`src/rtl/rtc_pkg.sv`:
```
package rtc_pkg;
  localparam int NUM_CH = 4;
  // channel index equals its busy bit position in the status register
  localparam int CH_LOAD  = 0;
  localparam int CH_ALARM = 1;
  localparam int CH_ACK   = 2;
  localparam int CH_MASK  = 3;

  localparam logic [7:0] OFF_TIME   = 8'h00;
  localparam logic [7:0] OFF_ALARM  = 8'h04;
  localparam logic [7:0] OFF_LOAD   = 8'h08;
  localparam logic [7:0] OFF_MASK   = 8'h0C;
  localparam logic [7:0] OFF_MIS    = 8'h10;
  localparam logic [7:0] OFF_STATUS = 8'h14;

  function automatic logic [7:0] chan_offset(input int k);
    case (k)
      CH_LOAD:  return OFF_LOAD;
      CH_ALARM: return OFF_ALARM;
      CH_ACK:   return OFF_MIS;
      default:  return OFF_MASK;
    endcase
  endfunction

  function automatic int chan_width(input int k, input int dw);
    return (k == CH_LOAD || k == CH_ALARM) ? dw : 1;
  endfunction

  function automatic bit chan_rst_ones(input int k);
    return k == CH_ALARM;
  endfunction

  function automatic logic [31:0] next_count(input logic [31:0] cnt,
                                             input logic load_now,
                                             input logic [31:0] load_val);
    return load_now ? load_val : cnt + 32'd1;
  endfunction

  function automatic logic alarm_crossed(input logic [31:0] cnt,
                                         input logic [31:0] alarm);
    return cnt == alarm;
  endfunction
endpackage

```
`src/rtl/rtc_xfer_slot.sv`:
```
module rtc_xfer_slot #(
  parameter int W          = 32,
  parameter int SYNC_TICKS = 2,
  parameter bit RST_ONES   = 1'b0
) (
  input  logic         clk,
  input  logic         rst_n,
  input  logic         tick_i,
  input  logic         wr_i,
  input  logic [W-1:0] wdata_i,
  output logic         busy_o,
  output logic         apply_o,
  output logic [W-1:0] val_o
);
  localparam int SW = $clog2(SYNC_TICKS + 1);
  localparam logic [W-1:0] RST_VAL = RST_ONES ? {W{1'b1}} : '0;
  localparam logic [SW-1:0] LAST = SW'(SYNC_TICKS - 1);

  logic          busy_q;
  logic [SW-1:0] stage_q;
  logic [W-1:0]  val_q;

  assign apply_o = tick_i && busy_q && (stage_q == LAST) && !wr_i;
  assign busy_o  = busy_q;
  assign val_o   = val_q;

  always_ff @(posedge clk) begin
    if (!rst_n) begin
      busy_q  <= 1'b0;
      stage_q <= '0;
      val_q   <= RST_VAL;
    end else if (wr_i) begin
      val_q  <= wdata_i;
      busy_q <= 1'b1;
      if (!busy_q) stage_q <= '0;
    end else if (tick_i && busy_q) begin
      if (stage_q == LAST) begin
        busy_q  <= 1'b0;
        stage_q <= '0;
      end else begin
        stage_q <= stage_q + SW'(1);
      end
    end
  end

  assert_busy_after_write_R4: assert property (@(posedge clk) disable iff (!rst_n)
    wr_i |=> busy_o);
  assert_busy_falls_on_tick_R4: assert property (@(posedge clk) disable iff (!rst_n)
    $fell(busy_q) |-> $past(tick_i));
  assert_apply_ends_busy_R9: assert property (@(posedge clk) disable iff (!rst_n)
    apply_o |=> !busy_o);
endmodule

```
`src/rtl/rtc_core.sv`:
```
module rtc_core #(
  parameter int DW = 32
) (
  input  logic          clk,
  input  logic          rst_n,
  input  logic          tick_i,
  input  logic          load_apply_i,
  input  logic [DW-1:0] load_val_i,
  input  logic          alarm_apply_i,
  input  logic [DW-1:0] alarm_val_i,
  input  logic          ack_apply_i,
  input  logic          ack_val_i,
  input  logic          mask_apply_i,
  input  logic          mask_val_i,
  output logic [DW-1:0] time_o,
  output logic          raw_o,
  output logic          irq_o
);
  import rtc_pkg::*;

  logic [DW-1:0] cnt_q;
  logic [DW-1:0] alarm_q;
  logic          mask_q;
  logic          raw_q;
  logic          hit;

  assign hit = tick_i && alarm_crossed(32'(cnt_q), 32'(alarm_q));

  always_ff @(posedge clk) begin
    if (!rst_n) begin
      cnt_q   <= '0;
      alarm_q <= '1;
      mask_q  <= 1'b0;
      raw_q   <= 1'b0;
    end else begin
      if (tick_i)
        cnt_q <= DW'(next_count(32'(cnt_q), load_apply_i, 32'(load_val_i)));
      if (alarm_apply_i) alarm_q <= alarm_val_i;
      if (mask_apply_i)  mask_q  <= mask_val_i;
      if (hit)                           raw_q <= 1'b1;
      else if (ack_apply_i && ack_val_i) raw_q <= 1'b0;
    end
  end

  assign time_o = cnt_q;
  assign raw_o  = raw_q;
  assign irq_o  = raw_q & mask_q;

  assert_hold_between_ticks_R2: assert property (@(posedge clk) disable iff (!rst_n)
    !tick_i |=> $stable(cnt_q));
  assert_step_by_one_R2: assert property (@(posedge clk) disable iff (!rst_n)
    (tick_i && !load_apply_i) |=> cnt_q == $past(cnt_q) + DW'(1));
  assert_event_rises_on_tick_R6: assert property (@(posedge clk) disable iff (!rst_n)
    $rose(raw_q) |-> $past(tick_i));
  assert_event_clears_on_ack_R8: assert property (@(posedge clk) disable iff (!rst_n)
    $fell(raw_q) |-> $past(ack_apply_i));
endmodule

```
`src/rtl/rtc_sync_top.sv`:
```
module rtc_sync_top #(
  parameter int DW         = 32,
  parameter int ADDR_W     = 5,
  parameter int SYNC_TICKS = 2
) (
  input  logic              clk,
  input  logic              rst_n,
  input  logic              tick_i,
  input  logic              sel_i,
  input  logic              wen_i,
  input  logic [ADDR_W-1:0] addr_i,
  input  logic [DW-1:0]     wdata_i,
  output logic [DW-1:0]     rdata_o,
  output logic              irq_o
);
  import rtc_pkg::*;

  logic [7:0]          addr8;
  logic [NUM_CH-1:0]   wr_ch;
  logic [NUM_CH-1:0]   busy_vec;
  logic [NUM_CH-1:0]   apply_vec;
  logic [DW-1:0]       val_all [NUM_CH];
  logic [DW-1:0]       time_w;
  logic                raw_w;

  assign addr8 = 8'(addr_i);

  for (genvar k = 0; k < NUM_CH; k++) begin : g_ch
    localparam int CW = chan_width(k, DW);
    logic [CW-1:0] v;
    assign wr_ch[k] = sel_i && wen_i && (addr8 == chan_offset(k));
    rtc_xfer_slot #(.W(CW), .SYNC_TICKS(SYNC_TICKS), .RST_ONES(chan_rst_ones(k))) u_slot (
      .clk(clk), .rst_n(rst_n), .tick_i(tick_i), .wr_i(wr_ch[k]),
      .wdata_i(wdata_i[CW-1:0]), .busy_o(busy_vec[k]), .apply_o(apply_vec[k]),
      .val_o(v)
    );
    if (CW < DW) begin : g_pad
      assign val_all[k] = {{(DW-CW){1'b0}}, v};
    end else begin : g_full
      assign val_all[k] = v;
    end
  end

  rtc_core #(.DW(DW)) u_core (
    .clk(clk), .rst_n(rst_n), .tick_i(tick_i),
    .load_apply_i(apply_vec[CH_LOAD]),   .load_val_i(val_all[CH_LOAD]),
    .alarm_apply_i(apply_vec[CH_ALARM]), .alarm_val_i(val_all[CH_ALARM]),
    .ack_apply_i(apply_vec[CH_ACK]),     .ack_val_i(val_all[CH_ACK][0]),
    .mask_apply_i(apply_vec[CH_MASK]),   .mask_val_i(val_all[CH_MASK][0]),
    .time_o(time_w), .raw_o(raw_w), .irq_o(irq_o)
  );

  always_comb begin
    rdata_o = '0;
    if (sel_i) begin
      case (addr8)
        OFF_TIME:   rdata_o = time_w;
        OFF_ALARM:  rdata_o = val_all[CH_ALARM];
        OFF_LOAD:   rdata_o = val_all[CH_LOAD];
        OFF_MASK:   rdata_o = val_all[CH_MASK];
        OFF_MIS:    rdata_o = DW'(irq_o);
        OFF_STATUS: rdata_o = DW'(busy_vec);
        default:    rdata_o = '0;
      endcase
    end
  end

  assert_load_busy_needs_write_R3: assert property (@(posedge clk) disable iff (!rst_n)
    $rose(busy_vec[CH_LOAD]) |-> $past(sel_i && wen_i));
  assert_irq_moves_on_tick_R7: assert property (@(posedge clk) disable iff (!rst_n)
    $rose(irq_o) |-> $past(tick_i));
  assert_irq_needs_event_R7: assert property (@(posedge clk) disable iff (!rst_n)
    irq_o |-> raw_w);
endmodule

```
`config.mk`:
```
export PLATFORM = sky130hd
export DESIGN_NAME = rtc_sync_top
export DESIGN_NICKNAME = d
export VERILOG_FILES = /design/src/rtl/rtc_pkg.sv /design/src/rtl/rtc_xfer_slot.sv /design/src/rtl/rtc_core.sv /design/src/rtl/rtc_sync_top.sv
export SDC_FILE = /design/constraint.sdc
export NUM_CORES = 1
export LEC_CHECK = 0
export ABC_AREA = 0
export BUFFER_PORTS_ARGS = -buffer_cell sky130_fd_sc_hd__buf_2
export CAP_MARGIN = 15
export CELL_PAD_IN_SITES_DETAIL_PLACEMENT = 1
export CELL_PAD_IN_SITES_GLOBAL_PLACEMENT = 2
export CORE_ASPECT_RATIO = 0.6
export CORE_UTILIZATION = 29
export CTS_BUF_LIST = sky130_fd_sc_hd__clkbuf_16
export CTS_CLUSTER_DIAMETER = 150
export DETAILED_ROUTE_END_ITERATION = 7
export PLACE_DENSITY = 0.75
export RECOVER_POWER = 100
export REMOVE_ABC_BUFFERS = 1
export SLEW_MARGIN = 30
export SYNTH_ARGS = -nofsm -noshare
export SYNTH_HDL_FRONTEND = slang
export SYNTH_HIERARCHICAL = 1
export SYNTH_SLANG_ARGS = --single-unit
```
`constraint.sdc`:
```
create_clock -name clk -period 2.5 [get_ports clk]
set_input_delay 0 -clock clk [delete_from_list [all_inputs] [get_ports clk]]
set_output_delay 0 -clock clk [all_outputs]
set_load 0.1 [all_outputs]
```
==> metrics.md <==
| Metric | Value |
|---|---|
| I/O pin count | 75 |
| Antenna Cells | 0 |
| WL/cell | 19.0 um |
| Run status | complete, no violations |
| Startpoint types | flop |
| Design Area, Final | 9450 um2 |
| CTS tree | yes |
| Register-to-register setup slack | 0.19 ns |
| Congestion Overflow GR | 0 |
| Hold/Removal Path Class | input port to flop |
| Clock Tree Root | clkbuf_16 |
| # port buffers | 74 |
| WHS | 0.0283 ns |
| RePlAce Congestion | 0.837 |
| DP Area | 8540 um2 |
| Critical Path Source | u_core/time_o[7]$_SDFFE_PN0P_ |
| Row Count | 46 |
| Post-synthesis sequential area ratio | 0.371 |
| DRT iter0 DRCs | 412 |
| Post-synth top area cell | dfxtp_1 |
| Largest net degree at the start of global routing | 52 |
| Core area | 26,400 um2 |
| Synthesized cell area | 7780 um2 |
| Die Ht | 129 um |
| H-tree level count | 4 |
| TritonCTS Sinks | 144 |
| Commonest cells after routing, fill and taps aside | 144 x dfxtp_1, 136 x mux2i_1, 129 x nand2_1 |
| Kind of capture point of the worst setup path | flop |
| Number of global-route vias before repair | 6,731 |
| Post-cts resize count | 0 |
| Worst Path Class, Setup | flop to flop |
| Max Cap Violations | 0 |
| Synthesized area per cell | 8.93 um2 |
| Synth area leaders | dfxtp_1 37%, mux2i_1 18%, nand2_1 6.2% |
| Clock latency on the worst-skew pair | 0.44 ns |
| Longest Clk Path Bufs | 2 |
| Post CTS Setup Buffer Count | 0 |
| Ys Warns | 6 |
| Layout cells sized above 1 | 0.172 |
| Critical R2R Capture | u_core/time_o[25]$_SDFFE_PN0P_ |
| Initial Utilization | 0.295 |
| Global-route wire length before repair | 40.2 mm |
| TritonCTS buffer count | 17 |
| Pwr/cell area | 567 nW/um2 |
| # hold bufs at CTS | 38 |
| GRT Util Overall | 0.195 |
| Initial antenna violation count | 0 |
| RSZ-0062 raised after global routing | false |
| Post-synthesis register bit count | 144 |
| DRT antenna net count | 0 |
| Final worst clock skew | 0.00831 ns |
| Max Fclk | 434 MHz |
| Post-synth cell types | 74 |
| Post-Place Cells | 1,273 |
| Ys flop type | dfxtp_1 |
| HPWL Detailed | 17.5 mm |
| WP data arrival | 2.64 ns |
| Area Growth Syn to Fin | 21.5% |
| Design Power | 5.36 mW |
| Worst-path clk slew | 0.06 ns |
| FILL cells | 3,112 |
| Routed WL | 25.6 mm |
| DR pass1 iterations | 4 |
| Die Area | 27,500 um2 |
| Worst reg2reg path depth | 5 |
| Worst r2r src | u_core/time_o[7]$_SDFFE_PN0P_ |
| Final number of setup-violating endpoints | 0 |
| Min cycle time layout | 2.31 ns |
| Post-synth EDFFs | 0 |
| Final Hold Vio Count | 0 |
| Top cell type's share of synthesized area | 0.371 |
| Worst VDD drop | 0.000295 V |
| Worst Setup EP | u_core/time_o[25]$_SDFFE_PN0P_ |
| Crit Path Max Fanout | 10 |
| Worst slew pin tran | 1.48 ns |
| Die W | 213 um |
| Commonest non-fill, non-tap cell in the layout | dfxtp_1 |
| Slew HR | 0.0128 |
| Layout Nets | 1,013 |
| Residual DRC | 0 |
| Vias per inst | 5.00 |
| Ys async rst share | 0 |
| Final Slew Violations | 0 |
| Fin cells | 1,343 |
| Period utilisation layout | 0.922 |
| Detailed-route via count | 6,715 |
| Leakage Power | 3.20 nW |
| Mapped Cells | 871 |
| CP required | 2.83 ns |
## synth_stat cells (13+ instances only)
| master | instances |
|---|---|
| a21oi_1 | 42 |
| buf_2 | 13 |
| clkbuf_1 | 30 |
| dfxtp_1 | 144 |
| mux2i_1 | 136 |
| nand2_1 | 129 |
| nand3_1 | 21 |
| nand4_1 | 13 |
| nor2_1 | 34 |
| nor2b_1 | 36 |
| o21ai_0 | 21 |
| or2_1 | 20 |
| xnor2_1 | 15 |
| xor2_1 | 17 |
## power by group
group	switching (mW)	total (mW)	internal, mW
registers	0.0135	2.32	2.30
logic	0.223	0.368	0.145
clock network	1.03	2.68	1.64
total	1.27	5.36	4.09
## through the flow
stage,setup TNS [ns],setup WS (ns),util
CTS,0,0.258,0.361
global placement,0,0.295,0.324
global route,0,0.0835,0.359
finish,0,0.195,0.359
detailed placement,0,0.256,0.324
floorplan,-226.40,-2.87,-
## worst max-delay path: stages, from the launching register on
cell,delay (ns)
dfxtp_1,0.52
and3_1,0.42
nand4_4,0.26
nor4_1,0.67
mux2i_1,0.26
o21ai_1,0.07
## sequential cells by signal, indices dropped and copies added, names as in the netlist
name / cells
g_ch.u_slot/val_o: 66
u_core/alarm_q: 32
u_core/time_o: 32
g_ch.u_slot/stage_q: 8
g_ch.u_slot/busy_o: 4
u_core/mask_q: 1
u_core/raw_o: 1
## final cells by class
type / count / area, um2 / area share
clock buffer: 17 / 425 / 0.0450
clock inverter: 15 / 176 / 0.0187
inverter: 8 / 30.0 / 0.00318
multi-input combinational: 656 / 4490 / 0.475
sequential: 144 / 2880 / 0.305
tap: 360 / 450 / 0.0476
timing repair buffer: 143 / 997 / 0.105
## how the worst min path moves through the flow
stage	startpoint	endpoint	slack [ns]	depth (start not counted)
6_report	tick_i	g_ch[0].u_slot/stage_q[1]$_SDFFE_PN0P_	0.03	3
2_1_floorplan	rst_n	g_ch[1].u_slot/val_o[0]$_SDFFE_PN1P_	0.06	1
5_1_grt	tick_i	g_ch[0].u_slot/stage_q[1]$_SDFFE_PN0P_	0.06	3
3_3_place_gp	wdata_i[2]	g_ch[1].u_slot/val_o[2]$_SDFFE_PN1P_	0.23	3
4_1_cts	tick_i	g_ch[0].u_slot/stage_q[1]$_SDFFE_PN0P_	0.03	3
3_5_place_dp	wdata_i[10]	g_ch[1].u_slot/val_o[10]$_SDFFE_PN1P_	0.24	3
## metal layers
layer	share of wire	vias to the layer above	GRT usage	routed length, um
met3	0.042	24	0.0359	1080
li1	-	3275	-	-
met1	0.55	3281	0.305	14100
met5	0	-	0	0
met4	0.013	0	0.0592	326
met2	0.39	135	0.264	10000
## cell families after synthesis
| group | count (synthesis) | synth area share |
|---|---|---|
| AOI/OAI and AO/OA | 152 | 0.133 |
| buffers and inverters | 71 | 0.0508 |
| adders and majority gates | 1 | 0.00161 |
| xor gates and xnor gates | 32 | 0.0360 |
| DFF | 144 | 0.371 |
| muxes | 142 | 0.184 |
| and+or+nand+nor | 329 | 0.225 |
No activity file was read; power rests on OpenSTA's default activity.
